File: src/rtl/dram_boot_seq.sv
module dram_boot_seq #(
  parameter int ADDR_W        = 18,
  parameter int IDLE_US       = 200,
  parameter int CLK_MHZ       = 400,
  parameter int DUMMY_MRS     = 2,
  parameter int SETTLE_CYCLES = 16
) (
  input  logic              clk,
  input  logic              rst_n,
  input  logic              clk_ok,
  input  logic [ADDR_W-1:0] mode_val,
  output logic [2:0]        cmd,
  output logic [ADDR_W-1:0] addr,
  output logic              init_done
);

  localparam int IDLE_CYC = (IDLE_US * CLK_MHZ < 1) ? 1 : IDLE_US * CLK_MHZ;
  localparam int NDUM     = (DUMMY_MRS < 2) ? 2 : DUMMY_MRS;
  localparam int NSET     = (SETTLE_CYCLES < 1) ? 1 : SETTLE_CYCLES;
  localparam int MAXC     = (IDLE_CYC > NSET) ? ((IDLE_CYC > NDUM) ? IDLE_CYC : NDUM)
                                              : ((NSET > NDUM) ? NSET : NDUM);
  localparam int CW       = $clog2(MAXC + 1);

  localparam logic [2:0] C_NOP = 3'd0;
  localparam logic [2:0] C_MRS = 3'd1;
  localparam logic [2:0] C_RD  = 3'd2;
  localparam logic [2:0] C_WR  = 3'd3;
  localparam logic [2:0] C_REF = 3'd4;

  localparam logic [CW-1:0] IDLE_LAST = CW'(IDLE_CYC - 1);
  localparam logic [CW-1:0] DUM_LAST  = CW'(NDUM - 1);
  localparam logic [CW-1:0] SET_LAST  = CW'(NSET - 1);

  typedef enum logic [2:0] {S_WAIT, S_IDLE, S_DUM, S_MRS, S_SET, S_DONE} st_t;

  st_t           st, st_n;
  logic [CW-1:0] cnt, cnt_n;

  always_comb begin
    st_n  = st;
    cnt_n = cnt + 1'b1;
    case (st)
      S_WAIT: begin
        cnt_n = '0;
        if (clk_ok) st_n = S_IDLE;
      end
      S_IDLE: if (cnt == IDLE_LAST) begin st_n = S_DUM; cnt_n = '0; end
      S_DUM:  if (cnt == DUM_LAST)  begin st_n = S_MRS; cnt_n = '0; end
      S_MRS:  begin st_n = S_SET; cnt_n = '0; end
      S_SET:  if (cnt == SET_LAST)  begin st_n = S_DONE; cnt_n = '0; end
      S_DONE: cnt_n = cnt;
      default: begin st_n = S_WAIT; cnt_n = '0; end
    endcase
    if (st != S_WAIT && st != S_DONE && !clk_ok) begin
      st_n  = S_WAIT;
      cnt_n = '0;
    end
  end

  always_ff @(posedge clk or negedge rst_n) begin
    if (!rst_n) begin
      st  <= S_WAIT;
      cnt <= '0;
    end else begin
      st  <= st_n;
      cnt <= cnt_n;
    end
  end

  assign cmd       = (st == S_DUM || st == S_MRS) ? C_MRS : C_NOP;
  assign addr      = (st == S_MRS) ? mode_val : '0;
  assign init_done = (st == S_DONE);

  assert_cmd_set_R9: assert property (@(posedge clk) disable iff (!rst_n)
    cmd != C_RD && cmd != C_WR && cmd != C_REF);

  assert_idle_bound_R3: assert property (@(posedge clk) disable iff (!rst_n)
    st == S_IDLE |-> cnt <= IDLE_LAST);

  assert_first_mrs_low_R4: assert property (@(posedge clk) disable iff (!rst_n)
    $rose(cmd == C_MRS) |-> addr == '0);

  assert_mrs_back_to_back_R5: assert property (@(posedge clk) disable iff (!rst_n)
    (st == S_DUM && clk_ok) |=> cmd == C_MRS);

  assert_done_after_settle_R6: assert property (@(posedge clk) disable iff (!rst_n)
    $rose(init_done) |-> $past(st) == S_SET && $past(cmd) == C_NOP);

  assert_done_sticky_R6: assert property (@(posedge clk) disable iff (!rst_n)
    init_done |=> init_done && cmd == C_NOP);

  assert_abort_wait_R7: assert property (@(posedge clk) disable iff (!rst_n)
    (!clk_ok && !init_done) |=> st == S_WAIT && cmd == C_NOP);

endmodule

File: config.mk
export PLATFORM = sky130hd
export DESIGN_NAME = dram_boot_seq
export DESIGN_NICKNAME = d
export VERILOG_FILES = /design/src/rtl/dram_boot_seq.sv
export SDC_FILE = /design/constraint.sdc
export NUM_CORES = 1
export LEC_CHECK = 0
export BUFFER_PORTS_ARGS = -buffer_cell sky130_fd_sc_hd__buf_4
export CAP_MARGIN = 20
export CORE_ASPECT_RATIO = 1.5
export CORE_MARGIN = 4
export CORE_UTILIZATION = 54
export DETAILED_ROUTE_END_ITERATION = 12
export GPL_ROUTABILITY_DRIVEN = 0
export PLACE_DENSITY_LB_ADDON = 0.15
export SYNTH_ARGS = -nofsm -noshare
export SYNTH_HDL_FRONTEND = slang
export SYNTH_SLANG_ARGS = --single-unit
File: constraint.sdc
create_clock -name clk -period 4.8 [get_ports clk]
set_input_delay 0.48 -clock clk [delete_from_list [all_inputs] [get_ports clk]]
set_output_delay 0.48 -clock clk [all_outputs]
set_load 0.02 [all_outputs]
==> results of run 1 <==
==> through the flow <==
step                      cells  cell area (µm²)  power, µW  util, %  setup WS, ns
after floorplan             170             1360        206        -          2.79
after global placement      225             1650        223     67.9          2.56
after detailed placement    225             1650        225     67.9          2.40
after CTS                   229             1680        325     69.4          2.11
after global routing        229             1680        335     69.4          1.94
final                       229             1680        323     69.4          2.07
==> cells in the final DEF (no fill, tap or decap) <==
master     instances
buf_4             40
clkbuf_8           1
nand2_1           23
nor2_1            12
nand3_1            5
o2111ai_1          1
and3_1            19
o21bai_1           2
o31a_1             1
nand4_1            6
ha_1               2
nor3_1             5
inv_1              5
or2_2              1
nor2b_1            1
o211a_1            1
nand2b_1           3
or4_1              1
or2_1              1
o21a_1             2
o32ai_1            2
xor2_1             5
nand3b_1           1
dfrtp_1           20
nor4_4             1
conb_1             2
o21ai_0           23
nor4_1             1
o22ai_1            2
a21oi_1            3
or3_1              6
a21boi_0           1
o31ai_4            1
nand4_2            1
o21ai_1            1
clkbuf_4           3
==> power by group through the flow <==
stage | Clock, µW | Sequential (µW) | Combinational (µW)
6_report | 102 | 180 | 42.4
5_1_grt | 108 | 181 | 46.5
4_1_cts | 102 | 180 | 42.6
3_5_place_dp | 0 | 183 | 42.3
3_3_place_gp | 0 | 182 | 41.1
2_1_floorplan | 0 | 177 | 28.2
==> layer usage <==
layer	global-route usage, %	share of wire (%)
met5	0	0
met3	5.59	8.5
met4	11.1	2.3
met2	40.6	52
met1	23.3	37
==> worst register-to-register path: stages, from the launching register on <==
cell	delay, ns
dfrtp_1	0.44
inv_1	0.11
nor2_1	0.71
o211a_1	0.32
o31ai_4	0.15
or4_1	0.52
o21ai_0	0.08
==> kinds of logic after synthesis <==
kind of cell	synth area share (%)
flip-flops	36.8
adder cells (fa/ha/maj)	1.84
buffers and inverters	4.97
AND/OR/NAND/NOR	34.4
AO/OA/AOI/OAI	18.5
XOR/XNOR	3.22
other	0.276
==> cell type report <==
class                   instances  area, µm²  area share, %
multi-input cells             136        796           47.3
flip-flops and latches         20        500           29.8
repair buffers                 40        300           17.9
clock buffers                   4       36.3           2.16
well taps                      24       30.0           1.79
inverters                       5       18.8           1.12
==> flip-flops by register name, summed over array words and instances, names as in the netlist <==
signal,flops
st,3
cnt,17
==> worst paths after layout <==
| check | startpoint | end | cells after the start |
|---|---|---|---|
| max reg2reg | st[1]$_DFFE_PN0P_ | cnt[11]$_DFFE_PN0N_ | 6 |
| min | rst_n | st[0]$_DFFE_PN0P_ | 1 |
| min reg2reg | cnt[4]$_DFFE_PN0N_ | cnt[4]$_DFFE_PN0N_ | 1 |
| min in group clk | clk_ok | st[1]$_DFFE_PN0P_ | 3 |
| max in group asynchronous | rst_n | cnt[15]$_DFFE_PN0N_ | 1 |
| max | st[0]$_DFFE_PN0P_ | init_done | 5 |
==> cell usage after synthesis, types with 2 or more instances <==
cell	n	area, µm²
ha_1	2	25.0
xor2_1	5	43.8
nand2_1	23	86.3
o21bai_1	2	15.0
nand2b_1	3	18.8
o21a_1	2	15.0
nand4_1	6	37.5
nor2_1	12	45.0
buf_4	2	15.0
or3_1	6	37.5
o21ai_0	23	115
a21oi_1	3	15.0
nor3_1	5	25.0
o22ai_1	2	12.5
clkbuf_1	6	22.5
o32ai_1	2	17.5
inv_1	5	18.8
dfrtp_1	20	500
and3_1	19	119
nand3_1	5	25.0
==> run summary, run 1 <==
Seq pwr share = 55.5%
critical path capture point type = output port
Critical Path AT = 2.25 ns
TritonCTS Sinks = 20
post-CTS setup buffer count = 0
status = completed
WL final = 3570 µm
maximum vdd ir drop = 0.000178 V
initial antenna violation count = 0
min-delay worst type = input pin to async pin
clock buffer depth = 2
worst skew pair latency = 0.31 ns
cell row count = 22
Pre-Repair DR Iteration Count = 4
final-report setup violation count = 0
P_leak = 0.000811 µW
GRT Overall Usage = 22.5%
wire per inst = 15.6 µm
P_sw = 87.0 µW
sequential cell area fraction in the yosys report = 36.8%
family with the most delay on the worst path = buffers and inverters
Req. time, crit path = 4.32 ns
RSZ-0062 raised after global routing = no
CP max stage delay = 0.69 ns
P_int = 236 µW
Setup CP Type = flop to output port
IO Pins = 43
Die X = 49.0 µm
hold_ws = 0.0166 ns
combinational power share = 13.1%
share of cells above drive strength 1 = 23.4%
vias in the first global route = 1433
Nets = 229
Post-Syn Area = 1360 µm²
die height = 69.5 µm
Slowest cell on crit path = dfrtp_1
Final period util = 56.9%
Power Density = 192 nW/µm²
CP Launch Type = flop
Final Slew Violations = 0
DRC Markers = 0
initial core utilization = 56.1%
Clock Skews = 0.00242 ns
max frequency = 366 MHz
Layout fillers = 202
DIE AREA = 3400 µm²
hold-fix buffers at CTS = 0
critical path cell sequence = inv_1 -> nor2_1 -> nand2_1 -> inv_1 -> buf_4
number of synthesized register bits = 20
final worst path period need = 2.73 ns
area growth from synthesis to layout = 23.6%
clock group share of total power = 31.4%
first-pass GRT wire length = 6290 µm
via-per-instance ratio = 6.17
grt ovf = 0
Final Hold Viols = 0
Cell variety after synth = 36
ANT nets after route = 0
worst reg2reg setup slack = 2.40 ns
antenna cells = 0
crit path buf inv count = 3
Sw Ratio = 26.9%
largest net degree at the start of global routing = 26
cts bufs inserted = 3
via count of the routed design = 1414
post-detail-place hpwl = 2780 µm
Clk pin slew, worst setup/hold paths = 0.11 ns
CTS resizes = 0
IO buf count = 40
Post-synth EDFFs = 0
leading register cell type out of synthesis = dfrtp_1
critical path peak fanout = 25
CORE AREA = 2420 µm²
Worst Max-Slew Pin Slew = 0.902 ns
most used cell, CP = inv_1
Syn Inst Count = 169
H-tree levels = 1
yosys warns = 0
Syn Area/Cell = 8.05 µm²
root buffer cell = clkbuf_4
Slew HR = 39.7%
asr flop ratio synth = 100%
CTS tree = built
Max Cap Viol = 0
drt initial violations = 38
TNS Setup = 0 ns
Power figures use the tool's default switching activity.
==> inputs of run 2 (changes only) <==
--- a/config.mk
+++ b/config.mk
@@ -9,7 +9,7 @@
 export CAP_MARGIN = 20
 export CORE_ASPECT_RATIO = 1.5
 export CORE_MARGIN = 4
-export CORE_UTILIZATION = 54
+export CORE_UTILIZATION = 50
 export DETAILED_ROUTE_END_ITERATION = 12
 export GPL_ROUTABILITY_DRIVEN = 0
 export PLACE_DENSITY_LB_ADDON = 0.15
==> constraint.sdc (replaced) <==
create_clock -name clk -period 2.8 [get_ports clk]
set_input_delay 0.28 -clock clk [delete_from_list [all_inputs] [get_ports clk]]
set_output_delay 0.28 -clock clk [all_outputs]
set_load 0.02 [all_outputs]
==> run 2 against run 1 <==
Combinational power rose by 74%. Global-route usage fell by 1.7 points. Setup slack got worse by 1.7 ns. Utilization fell by 1.7 points. Critical path type unchanged. Sequential power rose by 71%. Clock power rose by 75%. Worst hold slack improved by 0.26 ns. Register-to-register slack got worse by 1.9 ns. Clock-buffer cell count did not move. Via count rose by 0.64%. Sequential cell count did not move. Largest power group unchanged.
==> run summary, run 2 (synthesis gave the netlist of run 1 again) <==
most frequent cells in the layout = 41 x buf_4, 23 x nand2_1, 23 x o21ai_0, 20 x dfrtp_1, 19 x and3_1
critical path capture point type = output port
overall power = 561 µW
wire per inst = 14.8 µm
Clk pin slew, worst setup/hold paths = 0.11 ns
ANT nets after route = 0
combinational power share = 13.2%
Final Hold Viols = 0
area occupied by multi-input gates = 796 µm²
Clock Skews = 0.00633 ns
hold_ws = 0.274 ns
H-tree levels = 1
P_leak = 0.000821 µW
max frequency = 404 MHz
IO buf count = 40
DRC Markers = 0
status = completed
vias in the first global route = 1380
GRT Overall Usage = 20.8%
share of cells above drive strength 1 = 23.7%
antenna cells = 0
CP Launch Type = flop
IO Pins = 43
Max Cap Viol = 0
first-pass GRT wire length = 5960 µm
root buffer cell = clkbuf_4
grt ovf = 0
Sw Ratio = 27.5%
final worst path period need = 2.48 ns
clock group share of total power = 32.0%
die height = 71.9 µm
largest net degree at the start of global routing = 26
via-per-instance ratio = 5.86
max reg flops = 17
Setup CP Type = flop to output port
Nets = 231
worst skew pair latency = 0.32 ns
worst reg2reg setup slack = 0.48 ns
critical path peak fanout = 25
final-report setup violation count = 0
initial core utilization = 53.7%
P_sw = 154 µW
TritonCTS Sinks = 20
Final Slew Violations = 0
clock buffer depth = 2
Seq pwr share = 54.8%
register area = 500 µm²
Power Density = 327 nW/µm²
area growth from synthesis to layout = 26.0%
WL final = 3610 µm
DIE AREA = 3640 µm²
CORE AREA = 2530 µm²
TNS Setup = 0 ns
Final period util = 88.5%
Layout fillers = 228
Top Registers = cnt: 17 flops, st: 3 flops
P_int = 406 µW
post-detail-place hpwl = 2760 µm
most common cell after layout, fill and taps aside = buf_4
cell row count = 22
Top reg by flops = cnt
via count of the routed design = 1423
Req. time, crit path = 2.52 ns
Slew HR = 60.7%
maximum vdd ir drop = 0.000329 V
CTS tree = built
initial antenna violation count = 0
cts bufs inserted = 3
CTS resizes = 0
min-delay worst type = input pin to flop
Critical Path AT = 2.20 ns
RSZ-0062 raised after global routing = no
Worst Max-Slew Pin Slew = 0.589 ns
Die X = 50.6 µm
Pre-Repair DR Iteration Count = 4
drt initial violations = 55
## run 2: cell count changes in the layout (fill, tap and decap cells not counted), sizes merged
| cell | before | now |
|---|---|---|
| dlygate4sd3 | 0 | 1 |
| buf | 40 | 41 |
## run 2: critical path, cell delays in order, from the launching register on
cell     delay [ns]
dfrtp_1        0.69
inv_1          0.23
nor2_1         0.18
nand2_1        0.20
inv_1          0.35
buf_4          0.22
## run 2: through the flow
| stage | setup WS (ns) | instance area [µm²] | instances | util, % |
|---|---|---|---|---|
| after floorplan | 0.888 | 1360 | 170 | - |
| after global placement | 0.618 | 1670 | 238 | 65.9 |
| after detailed placement | 0.514 | 1670 | 238 | 65.9 |
| after CTS | 0.369 | 1710 | 243 | 67.7 |
| after global routing | 0.0973 | 1710 | 243 | 67.7 |
| final | 0.322 | 1710 | 243 | 67.7 |
## run 2: worst paths after layout
check / start / to / cells past startpoint
max: st[0]$_DFFE_PN0P_ / init_done / 5
min: clk_ok / st[1]$_DFFE_PN0P_ / 3
max reg2reg: st[0]$_DFFE_PN0P_ / cnt[11]$_DFFE_PN0N_ / 6
min reg2reg: cnt[0]$_DFFE_PN0N_ / cnt[0]$_DFFE_PN0N_ / 1
max in group asynchronous: rst_n / st[0]$_DFFE_PN0P_ / 2
min in group asynchronous: rst_n / cnt[5]$_DFFE_PN0N_ / 2
## run 2: power groups by stage
stage	clock (µW)	sequential (µW)	combinational (µW)
final	179	307	73.9
after global routing	191	309	82.5
after CTS	176	307	74.1
after detailed placement	0	313	73.0
after global placement	0	312	68.9
after floorplan	0	304	48.3
## run 2: metal layers
layer | routed length [µm] | GRT usage (%)
met1 | 1290 | 21.4
met2 | 1900 | 38.1
met3 | 338 | 4.57
met4 | 75 | 11.1
met5 | 0 | 0
## run 2: what timing repair did
action                                 CTS  global route
endpoints found under the hold margin   20             0
hold buffers                             1             0
setup buffers                            0             0
setup endpoints to repair                0             0
## run 2: cell type report
| cell class | instances | area share (%) |
|---|---|---|
| clock buffers | 4 | 2.12 |
| inverters | 5 | 1.09 |
| multi-input cells | 136 | 46.4 |
| flip-flops and latches | 20 | 29.2 |
| well taps | 36 | 2.63 |
| repair buffers | 42 | 18.5 |
